### src/rtl/asort_pkg.sv
package asort_pkg;
  typedef enum logic {
    BANK_EVEN = 1'b0,
    BANK_ODD  = 1'b1
  } bank_e;

  localparam int NSRC     = 3;
  localparam int SRC_HELD = 0;
  localparam int SRC_P0   = 1;
  localparam int SRC_P1   = 2;
endpackage

### src/rtl/asort_alloc.sv
module asort_alloc
  import asort_pkg::*;
(
  input  logic            flush,
  input  logic [NSRC-1:0] src_vld,
  input  logic [NSRC-1:0] src_bank,
  output logic [NSRC-1:0] grant_even,
  output logic [NSRC-1:0] grant_odd,
  output logic            stall,
  output logic            hold_load,
  output logic            hold_sel
);
  logic held_even, held_odd;
  logic free0, iss0, pend0;
  logic taken1, iss1, pend1;
  logic accept;

  always_comb begin
    held_even = src_vld[SRC_HELD] & (src_bank[SRC_HELD] == BANK_EVEN);
    held_odd  = src_vld[SRC_HELD] & (src_bank[SRC_HELD] == BANK_ODD);

    free0 = (src_bank[SRC_P0] == BANK_ODD) ? ~held_odd : ~held_even;
    iss0  = src_vld[SRC_P0] & free0;
    pend0 = src_vld[SRC_P0] & ~free0;

    taken1 = (src_bank[SRC_P1] == BANK_ODD)
           ? (held_odd  | (iss0 & (src_bank[SRC_P0] == BANK_ODD)))
           : (held_even | (iss0 & (src_bank[SRC_P0] == BANK_EVEN)));
    iss1  = src_vld[SRC_P1] & ~taken1;
    pend1 = src_vld[SRC_P1] & taken1;

    stall  = ~flush & pend0 & pend1;
    accept = ~flush & ~stall;

    grant_even = '0;
    grant_odd  = '0;
    grant_even[SRC_HELD] = ~flush & held_even;
    grant_odd[SRC_HELD]  = ~flush & held_odd;
    grant_even[SRC_P0]   = accept & iss0 & (src_bank[SRC_P0] == BANK_EVEN);
    grant_odd[SRC_P0]    = accept & iss0 & (src_bank[SRC_P0] == BANK_ODD);
    grant_even[SRC_P1]   = accept & iss1 & (src_bank[SRC_P1] == BANK_EVEN);
    grant_odd[SRC_P1]    = accept & iss1 & (src_bank[SRC_P1] == BANK_ODD);

    hold_load = accept & (pend0 | pend1);
    hold_sel  = pend1;
  end
endmodule

### src/rtl/asort_hold.sv
module asort_hold #(
  parameter int RW = 24
) (
  input  logic          clk,
  input  logic          rst_n,
  input  logic          load,
  input  logic [RW-1:0] din,
  output logic          q_vld,
  output logic [RW-1:0] q_ref
);
  logic          vld_d;
  logic [RW-1:0] ref_d;

  always_comb begin
    vld_d = load;
    ref_d = load ? din : q_ref;
  end

  always_ff @(posedge clk or negedge rst_n) begin
    if (!rst_n) q_vld <= 1'b0;
    else        q_vld <= vld_d;
  end

  always_ff @(posedge clk) begin
    if (load) q_ref <= ref_d;
  end
endmodule

### src/rtl/asort_xbar.sv
module asort_xbar
  import asort_pkg::*;
#(
  parameter int RW = 24
) (
  input  logic [NSRC-1:0][RW-1:0] src_ref,
  input  logic [1:0][NSRC-1:0]    grant,
  output logic [1:0]              bank_vld,
  output logic [1:0][RW-1:0]      bank_ref
);
  for (genvar b = 0; b < 2; b++) begin : g_bank
    always_comb begin
      bank_vld[b] = |grant[b];
      bank_ref[b] = '0;
      for (int s = 0; s < NSRC; s++)
        bank_ref[b] = bank_ref[b] | (src_ref[s] & {RW{grant[b][s]}});
    end
  end
endmodule

### src/rtl/asort_top.sv
module asort_top
  import asort_pkg::*;
#(
  parameter int AW       = 16,
  parameter int TW       = 8,
  parameter int BANK_BIT = 3
) (
  input  logic          clk,
  input  logic          rst_n,
  input  logic          flush,
  input  logic          in0_vld,
  input  logic [AW-1:0] in0_addr,
  input  logic [TW-1:0] in0_tag,
  input  logic          in1_vld,
  input  logic [AW-1:0] in1_addr,
  input  logic [TW-1:0] in1_tag,
  output logic          even_vld,
  output logic [AW-1:0] even_addr,
  output logic [TW-1:0] even_tag,
  output logic          odd_vld,
  output logic [AW-1:0] odd_addr,
  output logic [TW-1:0] odd_tag,
  output logic          stall
);
  localparam int RW = AW + TW;

  logic          hold_vld;
  logic [RW-1:0] hold_ref;
  logic [AW-1:0] hold_addr;
  logic [TW-1:0] hold_tag;
  logic          hold_load, hold_sel;
  logic [RW-1:0] hold_din;

  logic [NSRC-1:0]          src_vld, src_bank;
  logic [NSRC-1:0][RW-1:0]  src_ref;
  logic [1:0][NSRC-1:0]     grant;
  logic [1:0]               bank_vld;
  logic [1:0][RW-1:0]       bank_ref;

  assign hold_addr = hold_ref[RW-1:TW];
  assign hold_tag  = hold_ref[TW-1:0];

  assign src_vld[SRC_HELD] = hold_vld;
  assign src_vld[SRC_P0]   = in0_vld;
  assign src_vld[SRC_P1]   = in1_vld;
  assign src_ref[SRC_HELD] = hold_ref;
  assign src_ref[SRC_P0]   = {in0_addr, in0_tag};
  assign src_ref[SRC_P1]   = {in1_addr, in1_tag};

  for (genvar s = 0; s < NSRC; s++) begin : g_bank_sel
    assign src_bank[s] = src_ref[s][TW + BANK_BIT];
  end

  asort_alloc alloc_i (
    .flush      (flush),
    .src_vld    (src_vld),
    .src_bank   (src_bank),
    .grant_even (grant[BANK_EVEN]),
    .grant_odd  (grant[BANK_ODD]),
    .stall      (stall),
    .hold_load  (hold_load),
    .hold_sel   (hold_sel)
  );

  assign hold_din = hold_sel ? src_ref[SRC_P1] : src_ref[SRC_P0];

  asort_hold #(.RW(RW)) hold_i (
    .clk   (clk),
    .rst_n (rst_n),
    .load  (hold_load),
    .din   (hold_din),
    .q_vld (hold_vld),
    .q_ref (hold_ref)
  );

  asort_xbar #(.RW(RW)) xbar_i (
    .src_ref  (src_ref),
    .grant    (grant),
    .bank_vld (bank_vld),
    .bank_ref (bank_ref)
  );

  assign even_vld  = bank_vld[BANK_EVEN];
  assign even_addr = bank_ref[BANK_EVEN][RW-1:TW];
  assign even_tag  = bank_ref[BANK_EVEN][TW-1:0];
  assign odd_vld   = bank_vld[BANK_ODD];
  assign odd_addr  = bank_ref[BANK_ODD][RW-1:TW];
  assign odd_tag   = bank_ref[BANK_ODD][TW-1:0];
endmodule

### config.mk
export PLATFORM = sky130hd
export DESIGN_NAME = asort_top
export DESIGN_NICKNAME = d
export VERILOG_FILES = /design/src/rtl/asort_pkg.sv /design/src/rtl/asort_alloc.sv /design/src/rtl/asort_hold.sv /design/src/rtl/asort_xbar.sv /design/src/rtl/asort_top.sv
export SDC_FILE = /design/constraint.sdc
export NUM_CORES = 1
export LEC_CHECK = 0
export BUFFER_PORTS_ARGS = -buffer_cell sky130_fd_sc_hd__buf_2
export CORE_AREA = 8 8 82 84
export CTS_CLUSTER_SIZE = 10
export DETAILED_ROUTE_END_ITERATION = 10
export DIE_AREA = 0 0 90 92
export PLACE_DENSITY_LB_ADDON = 0.08
export SLEW_MARGIN = 15
export SYNTH_ARGS = -nofsm -noshare
export SYNTH_HDL_FRONTEND = slang
export SYNTH_HIERARCHICAL = 1
export SYNTH_SLANG_ARGS = --single-unit
### constraint.sdc
create_clock -name clk -period 4.4 [get_ports clk]
set_input_delay 0.44 -clock clk [delete_from_list [all_inputs] [get_ports clk]]
set_output_delay 0.44 -clock clk [all_outputs]
set_load 0.03 [all_outputs]
==> metrics.cfg <==
[timing]
fin_ws_ns = 1.35
worst_pin_slew_ns = 1.16
slew_headroom_pct = 22.7
period_share_pct = 69.2
hold_viol = 0
grt_setup_unrepaired = false
setup_violations = 0
fmax_mhz = 328
drv_slew = 0
fin_skew_ns = 0.00551
min_period_ns = 3.05
tns_ns = 0

[clocking]
cts_buffers = 3
clkTransAtPathRegs_ns = 0.09
root_buffer = clkbuf_8
clock_sinks = 25
cts_max_level = 1
cts_tree = built
postCtsSetupRepairBufs = 0
clk_latency_ns = 0.27
cts_buffer_depth = 2

[detailed_routing]
viasPerCell = 5.73
ant_nets = 0
first_pass_iters = 6
drtIter0Drc = 254
postRouteWirelength_mm = 6.49
vias = 2001
drc = 0
routedWlPerCell_um = 18.6

[global_route]
grt_pass1_wl_mm = 10.5
grt_max_degree = 27
grt_use_total_pct = 15.1
antenna_found_initial = 0
grt_pass1_vias = 2064
grt_overflow = 0

[worst_setup_path]
worstPathMaxFanout = 14
critPathMaxStageDelay_ns = 0.90
end_kind = output port
startpoint_type = flip-flop
crit_slowest_cell = nor4b_2
crit_required_ns = 3.96
crit_type = flip-flop to output port
cp_top_family = simple AND/OR/NAND/NOR gates
crit_buf_inv = 3
crit_path_cell_trace = nand2b_2, nor4b_2, buf_4, a222oi_1, inv_1, buf_2
critPathArrivalTime_ns = 2.61

[pwr]
powerDensity_mw_per_mm2 = 246
total_power_mw = 0.641
leakage_nw = 1.50
peakVddDrop_uv = 108

[die]
dieArea_mm2 = 0.00828
core_mm2 = 0.00541
row_count = 27
die_y_um = 92
pin_count = 104
dieWidth_um = 90
start_util_pct = 39.0

[logic_synthesis]
ys_ff_latch = 25
ys_warn_count = 6
netlist.area_leader.share_pct = 34.2
avgSynthCellArea_um2 = 11.3
synth_nets = 240
synth.distinct_cells = 24
syn_inst = 187
netlist_top_cells_area = edfxtp_1, a222oi_1, mux2_4
synth.cell_area_mm2 = 0.00211
yosysSeqAreaShare_pct = 35.4
synth_area_leader_cell = edfxtp_1

[layout]
syn_to_final_growth_pct = 23.9
fillers = 558
fin_nets = 331
design_area_mm2 = 0.00261
drive_gt1_share_pct = 51.3
diodes = 0

[placement]
hpwl_mm = 4.52
placed_cell_area_mm2 = 0.00255
post-place-ws_ns = 1.62
gp_congestion = 0.742
io_buffers = 103

[hold_path]
hp-class = input port to asynchronous set/reset pin

[flow_run]
maxCapViolations = 0

[run_status]
status = complete, no violations

## what timing repair did
action,in CTS,in global routing
hold endpoints to repair,1,0
hold buffers,1,0
endpoints found under the setup margin,0,0
resized for setup,0,0
## placed cells by master, fill, tap and decap left out
| cell | instances |
|---|---|
| a222oi_1 | 48 |
| a22oi_1 | 1 |
| a31oi_1 | 1 |
| and2_2 | 1 |
| and4b_1 | 2 |
| buf_2 | 103 |
| buf_4 | 3 |
| clkbuf_1 | 1 |
| clkbuf_8 | 3 |
| dfrtp_1 | 1 |
| dlygate4sd3_1 | 1 |
| edfxtp_1 | 24 |
| inv_1 | 49 |
| mux2_2 | 4 |
| mux2_4 | 21 |
| nand2_1 | 2 |
| nand2b_2 | 1 |
| nand3_1 | 1 |
| nor2_1 | 1 |
| nor2_2 | 2 |
| nor4b_2 | 2 |
| o211a_4 | 1 |
| o21ai_2 | 1 |
| or3_1 | 2 |
| xnor2_1 | 1 |
## report_power, final
| part | leakage, nW | switching, mW | internal, mW |
|---|---|---|---|
| registers | 0.233 | 0.00587 | 0.275 |
| logic | 1.25 | 0.135 | 0.0882 |
| clock network | 0.0228 | 0.0727 | 0.0647 |
## through the flow
stage               instances  hold WS, ns  util, %
finish                    349        0.459     48.3
global route              349        0.443     48.3
CTS                       349        0.449     48.3
detailed placement        344        0.218     47.3
global placement          344        0.218     47.3
floorplan                 187        0.144        -
## worst register-to-register path, stage by stage, from the launching register on
cell and delay (ns):
edfxtp_1 0.49, nand2b_2 0.26, o21ai_2 0.09, o211a_4 0.52, mux2_4 0.51
## metal layers
metal  global-route usage, %  vias to the layer above  share of wire [%]
met4                    4.02                        0                1.1
met5                       0                        -                  0
met3                    3.18                        6                6.7
li1                        -                      930                  -
met1                    19.1                      970                 44
met2                    25.3                       95                 49
## synth_stat cells
library cell	instances
inv_1	49
a222oi_1	48
edfxtp_1	24
mux2_4	21
buf_2	8
buf_6	7
mux2_2	4
nor2_1	3
and4b_1	2
buf_12	2
buf_8	2
clkbuf_1	2
nand2_1	2
nor4b_1	2
or3_1	2
a22oi_1	1
a31oi_1	1
and2_2	1
dfrtp_1	1
nand2b_2	1
nand3_1	1
o211a_4	1
o21ai_2	1
xnor2_1	1
## layout make-up
cell class / instances / area (um2) / share of cell area (%)
multi-input cells: 92 / 997 / 38.2
repair buffers: 107 / 548 / 21.0
clock buffers: 4 / 45.0 / 1.73
well taps: 72 / 90.1 / 3.45
inverters: 49 / 184 / 7.05
flip-flops and latches: 25 / 746 / 28.6
## flip-flops by register name, indices dropped and copies added, names as in the netlist
signal,cells
hold_i/q_ref,24
hold_i/q_vld,1
## kinds of logic (layout without fill, tap and decap cells)
kind of cell	count (synthesis)	count (layout)	share of synthesized area [%]
multiplexers	25	25	17.1
flip-flops	25	25	35.4
XOR/XNOR	1	1	0.416
AO/OA/AOI/OAI	52	52	24.7
buffers and inverters	70	160	18.1
AND/OR/NAND/NOR	14	14	4.28
## final timing paths
path	startpoint	endpoint	slack, ns	cells after the start
setup / recovery	hold_i/q_ref[11]	even_tag[2]	1.35	6
hold / removal	rst_n	hold_i/q_vld	0.46	2
setup reg to reg	hold_i/q_ref[11]	hold_i/q_ref[16]	2.18	4
hold reg to reg	hold_i/q_vld	hold_i/q_vld	1.05	2
max in group asynchronous	rst_n	hold_i/q_vld	3.86	2
min in group clk	in0_addr[1]	hold_i/q_ref[9]	0.50	2
No activity file was read; power rests on OpenSTA's default activity.
